## config.mk

```make
export PLATFORM = sky130hd
export DESIGN_NAME = pci_irq_combiner
export DESIGN_NICKNAME = d
export VERILOG_FILES = /design/src/rtl/pci_irq_pkg.sv /design/src/rtl/irq_status_track.sv /design/src/rtl/irq_enable_file.sv /design/src/rtl/irq_prio_pick.sv /design/src/rtl/pci_irq_combiner.sv
export SDC_FILE = /design/constraint.sdc
export NUM_CORES = 1
export LEC_CHECK = 0
export BUFFER_PORTS_ARGS = -buffer_cell sky130_fd_sc_hd__clkbuf_2
export CORE_MARGIN = 2
export CORE_UTILIZATION = 42
export DETAILED_ROUTE_END_ITERATION = 7
export PLACE_DENSITY_LB_ADDON = 0.2
export SYNTH_ARGS = -nofsm -noshare
export SYNTH_HDL_FRONTEND = slang
export SYNTH_SLANG_ARGS = --single-unit
export TNS_END_PERCENT = 10
```

## constraint.sdc

```tcl
create_clock -name clk -period 1.4 [get_ports clk]
set_input_delay 0.28 -clock clk [delete_from_list [all_inputs] [get_ports clk]]
set_output_delay 0.28 -clock clk [all_outputs]
set_load 0.005 [all_outputs]
```

## src/rtl/pci_irq_pkg.sv

```systemverilog
package pci_irq_pkg;

  localparam int REG_ADDR_W = 2;

  typedef enum logic [REG_ADDR_W-1:0] {
    RA_STATUS  = 2'd0,
    RA_ENABLE  = 2'd1,
    RA_SET_PND = 2'd2,
    RA_CLEAR   = 2'd3
  } reg_addr_e;

  // Mask of implemented source bits: devices at the bottom, core on top.
  function automatic logic [31:0] src_mask(input int dev_count, input int core_pos);
    logic [31:0] m;
    m = '0;
    for (int i = 0; i < 32; i++) begin
      if (i < dev_count || i == core_pos) m[i] = 1'b1;
    end
    return m;
  endfunction

endpackage

```

## src/rtl/irq_status_track.sv

```systemverilog
module irq_status_track #(
  parameter int SRC_W = 5
) (
  input  logic             clk,
  input  logic             rst,
  input  logic [SRC_W-1:0] raw,
  input  logic             clr,
  output logic [SRC_W-1:0] status
);

  always_ff @(posedge clk) begin
    if (rst || clr) status <= '0;
    else            status <= raw;
  end

endmodule

```

## src/rtl/irq_enable_file.sv

```systemverilog
module irq_enable_file #(
  parameter int               SRC_W = 5,
  parameter logic [SRC_W-1:0] VALID = '1
) (
  input  logic             clk,
  input  logic             rst,
  input  logic             wr_load,
  input  logic             wr_set,
  input  logic             wr_clr,
  input  logic [SRC_W-1:0] wbits,
  output logic [SRC_W-1:0] enable
);

  logic [SRC_W-1:0] nxt;

  always_comb begin
    nxt = enable;
    if (wr_load)     nxt = wbits;
    else if (wr_set) nxt = enable | wbits;
    else if (wr_clr) nxt = enable & ~wbits;
    nxt = nxt & VALID;
  end

  always_ff @(posedge clk) begin
    if (rst) enable <= '0;
    else     enable <= nxt;
  end

endmodule

```

## src/rtl/irq_prio_pick.sv

```systemverilog
module irq_prio_pick #(
  parameter int SRC_W = 5,
  parameter int IDX_W = 3
) (
  input  logic             clk,
  input  logic             rst,
  input  logic [SRC_W-1:0] pending,
  output logic             cpu_irq,
  output logic [IDX_W-1:0] irq_idx,
  output logic             spurious
);

  localparam logic [IDX_W-1:0] NONE = '1;

  logic [IDX_W-1:0] pick;
  logic             any;

  // Scan from the top so that the lowest set bit is the last one assigned.
  always_comb begin
    pick = NONE;
    for (int i = SRC_W - 1; i >= 0; i--) begin
      if (pending[i]) pick = IDX_W'(i);
    end
    any = |pending;
  end

  always_ff @(posedge clk) begin
    if (rst) begin
      cpu_irq  <= 1'b0;
      irq_idx  <= NONE;
      spurious <= 1'b0;
    end else begin
      cpu_irq  <= any;
      irq_idx  <= pick;
      spurious <= cpu_irq && !any;
    end
  end

endmodule

```

## src/rtl/pci_irq_combiner.sv

```systemverilog
module pci_irq_combiner #(
  parameter int DEV_COUNT = 3,
  parameter int CORE_POS  = 4,
  parameter int DATA_W    = 32,
  parameter int SRC_W     = CORE_POS + 1,
  parameter int IDX_W     = $clog2(SRC_W + 1)
) (
  input  logic                               clk,
  input  logic                               rst,
  input  logic [DEV_COUNT-1:0]               dev_irq,
  input  logic                               core_irq,
  input  logic                               reg_we,
  input  logic [pci_irq_pkg::REG_ADDR_W-1:0] reg_addr,
  input  logic [DATA_W-1:0]                  reg_wdata,
  output logic [DATA_W-1:0]                  reg_rdata,
  output logic                               cpu_irq,
  output logic [IDX_W-1:0]                   irq_idx,
  output logic                               spurious
);
  import pci_irq_pkg::*;

  localparam logic [31:0]      MASK32 = src_mask(DEV_COUNT, CORE_POS);
  localparam logic [SRC_W-1:0] VALID  = MASK32[SRC_W-1:0];
  localparam int               PAD_W  = DATA_W - SRC_W;

  logic [SRC_W-1:0] raw;
  logic [SRC_W-1:0] status;
  logic [SRC_W-1:0] enable;
  logic [SRC_W-1:0] pending;
  reg_addr_e        ra;
  logic             st_clr, en_load, en_set, en_clr;

  // Place every source at its bit position; holes stay tied low.
  for (genvar g = 0; g < SRC_W; g++) begin : g_map
    if (g < DEV_COUNT) begin : g_dev
      assign raw[g] = dev_irq[g];
    end else if (g == CORE_POS) begin : g_core
      assign raw[g] = core_irq;
    end else begin : g_hole
      assign raw[g] = 1'b0;
    end
  end

  assign ra      = reg_addr_e'(reg_addr);
  assign st_clr  = reg_we && ra == RA_STATUS && reg_wdata == '0;
  assign en_load = reg_we && ra == RA_ENABLE;
  assign en_set  = reg_we && ra == RA_SET_PND;
  assign en_clr  = reg_we && ra == RA_CLEAR;

  irq_status_track #(.SRC_W(SRC_W)) u_status (
    .clk    (clk),
    .rst    (rst),
    .raw    (raw),
    .clr    (st_clr),
    .status (status)
  );

  irq_enable_file #(.SRC_W(SRC_W), .VALID(VALID)) u_enable (
    .clk     (clk),
    .rst     (rst),
    .wr_load (en_load),
    .wr_set  (en_set),
    .wr_clr  (en_clr),
    .wbits   (reg_wdata[SRC_W-1:0]),
    .enable  (enable)
  );

  assign pending = status & enable;

  irq_prio_pick #(.SRC_W(SRC_W), .IDX_W(IDX_W)) u_pick (
    .clk      (clk),
    .rst      (rst),
    .pending  (pending),
    .cpu_irq  (cpu_irq),
    .irq_idx  (irq_idx),
    .spurious (spurious)
  );

  always_ff @(posedge clk) begin
    if (rst) begin
      reg_rdata <= '0;
    end else begin
      unique case (ra)
        RA_STATUS:  reg_rdata <= {{PAD_W{1'b0}}, status};
        RA_ENABLE:  reg_rdata <= {{PAD_W{1'b0}}, enable};
        RA_SET_PND: reg_rdata <= {{PAD_W{1'b0}}, pending};
        default:    reg_rdata <= '0;
      endcase
    end
  end

endmodule

```

==> flow_metrics.py <==
metrics = {
    "synthesis": {
        "synth_cell_types": 26,
        "synth.top_cells.by_area": "dfxtp_1 33%, buf_4 23%, nor2b_1 5.5%",
        "avgSynthCellArea_um2": 8.34,
        "synthTopCellsByCount": "31 x buf_4, 17 x dfxtp_1, 9 x nor2b_1",
        "yosysSeqAreaShare_pct": 33.5,
        "synth-edff-count": 0,
        "async_flop_share_pct": 0,
        "synth_top_area_share_pct": 33.5,
        "synthCells": 122,
        "synth_warnings": 0,
        "synth_area_um2": 1020,
        "ys.flop_type": "dfxtp_1",
        "synth_top_area_cell": "dfxtp_1",
        "synthMostInstantiatedCell": "buf_4",
        "ys_ff_latch": 17,
    },
    "place": {
        "place_inst": 193,
        "io_buffers": 49,
        "placed_area_um2": 1150,
        "globalplace.congestion": 0.869,
        "dp_hpwl_um": 1760,
        "place_ws_ns": 0.184,
    },
    "routing": {
        "drc": 0,
        "wl_per_cell_um": 10.4,
        "vias": 916,
        "initialDrtViolationCount": 14,
        "avgViaCountPerCell": 4.65,
        "dr.pass1.iters": 4,
        "final_antenna_net_count": 0,
        "drt_wl_total_um": 2050,
    },
    "pwr": {
        "power_density_nw_per_um2": 784,
        "power_leakage_nw": 0.588,
        "ir_drop_mv": 0.628,
    },
    "worst_setup_path": {
        "worstPathMaxFanout": 4,
        "critPathKind": "flip-flop to flip-flop",
        "critPathLaunchType": "flip-flop",
        "worst-endpoint-arrival_ns": 1.24,
        "cp-end-kind": "flip-flop",
        "rr_worst_depth": 3,
        "timing.reg2reg.setup_slack_ns": 0.37,
        "r2r-end": "u_pick.spurious",
        "required_ns": 1.60,
        "r2r-start": "u_status.status[1]",
    },
    "cells_and_area": {
        "fillers": 238,
        "post-route-util_pct": 52.2,
        "drive_gt1_share_pct": 32.5,
        "fin_nets": 211,
        "diodes": 0,
        "fin_cells": 197,
        "synthToLayoutAreaGrowth_pct": 15.7,
        "finalInstanceArea_um2": 1180,
    },
    "worst_hold_path": {
        "min_path_type": "input pin to flip-flop",
        "whs_path_depth": 3,
        "holdPathEnd": "u_status.status[0]",
        "min-delay-start": "dev_irq[0]",
    },
    "clock_network": {
        "numClockSinks": 17,
        "cts_setup_buffers": 0,
        "tritoncts": "yes",
        "clk_pin_slew_ns": 0.09,
        "cts_buffers": 3,
        "clock-root-buffer": "clkbuf_4",
        "clockBufferDepth": 2,
        "cts_resized": 0,
        "h-tree-depth": 1,
        "ctsHoldBuffers": 0,
        "insertion_delay_ns": 0.28,
    },
    "grt": {
        "grt_pass1_vias": 788,
        "grt_overflow": 0,
        "grt_max_degree": 18,
        "grt_pass1_wl_um": 3380,
        "grt.total_usage_pct": 16.1,
        "antenna_found_initial": 0,
    },
    "floorplanning": {
        "row_count": 17,
        "floorplan.initialDensity_pct": 45.1,
        "core_um2": 2250,
        "die_height_um": 53.2,
        "die_width_um": 53.2,
        "die_area_um2": 2830,
        "io_pins": 78,
    },
    "sta": {
        "hold_viol_final": 0,
        "finalClockSkew_ns": 0.00219,
        "grt_setup_unrepaired": "false",
        "timing.final.crit_period_ns": 1.03,
        "fmax_mhz": 968,
        "fin_crit_sh_pct": 73.8,
        "setup-tns-final_ns": 0,
        "fin_ws_ns": 0.367,
        "finalSetupViolations": 0,
        "slew_violations": 0,
    },
    "run": {
        "cap_violations": 0,
    },
    "run_status": {
        "status": "finished, final reports clean",
    },
}
[power by group]
| group | total (W) | leakage, nW | internal (W) | switching, W |
|---|---|---|---|---|
| combinational | 0.000160 | 0.434 | 0.0000759 | 0.0000838 |
| clock | 0.000244 | 0.0150 | 0.000110 | 0.000134 |
| sequential | 0.000519 | 0.139 | 0.000505 | 0.0000146 |
[worst max path at each step]
stage                             startpoint            endpoint  slack, ns  depth (start not counted)
final                     u_status.status[1]     u_pick.spurious       0.37                          3
after global routing      u_status.status[1]     u_pick.spurious       0.20                          3
after CTS                 u_status.status[1]     u_pick.spurious       0.36                          3
after detailed placement        reg_wdata[2]  u_status.status[2]       0.18                          4
after global placement          reg_wdata[4]  u_status.status[0]       0.19                          4
after floorplan                  reg_addr[0]  u_status.status[0]       0.37                          4
[stage by stage]
step | total power, W | hold WS (ns)
after global placement | 0.000685 | 0.463
after CTS | 0.000935 | 0.193
after floorplan | 0.000672 | 0.398
after global routing | 0.000997 | 0.185
final | 0.000923 | 0.199
after detailed placement | 0.000689 | 0.470
[critical path: stages (launching register included)]
cell and delay [ns]:
dfxtp_1 0.34, a22oi_1 0.32, nand3_1 0.11, nor3b_1 0.18
[final cells by class]
| cell class | count | area, µm² | area share [%] |
|---|---|---|---|
| clock buffer | 4 | 26.3 | 2.23 |
| inverter | 5 | 18.8 | 1.59 |
| multi-input combinational | 94 | 512 | 43.5 |
| sequential | 17 | 340 | 28.9 |
| tap | 28 | 35.0 | 2.98 |
| timing repair buffer | 49 | 245 | 20.8 |
[routing by layer]
metal | vias up | routed length [µm] | part of all wire [%] | global-route usage [%]
met2 | 55 | 1020 | 50 | 29.6
li1 | 462 | - | - | -
met5 | - | 0 | 0 | 0
met1 | 397 | 795 | 39 | 18.2
met3 | 2 | 234 | 11 | 4.80
met4 | 0 | 6 | 0.29 | 2.56
[kinds of logic after synthesis]
group | count (synthesis) | synth area share, %
and+or+nand+nor | 38 | 22.6
AOI/OAI and AO/OA | 27 | 16.5
other | 1 | 0.369
DFF | 17 | 33.5
xor gates and xnor gates | 1 | 0.861
buffers and inverters | 38 | 26.2
[layout by cell type, fill, tap and decap left out, drive strengths merged, types with 3 or more instances in the layout]
cell type	netlist	final
clkbuf	1	53
conb	1	28
dfxtp	17	17
nor2b	9	9
o21ai	8	8
nand2	7	7
a21oi	7	7
nor4	6	6
nand3	6	6
inv	5	5
a311oi	4	4
a21o	3	3
a31oi	3	3
(Power assumes the default switching activity.)
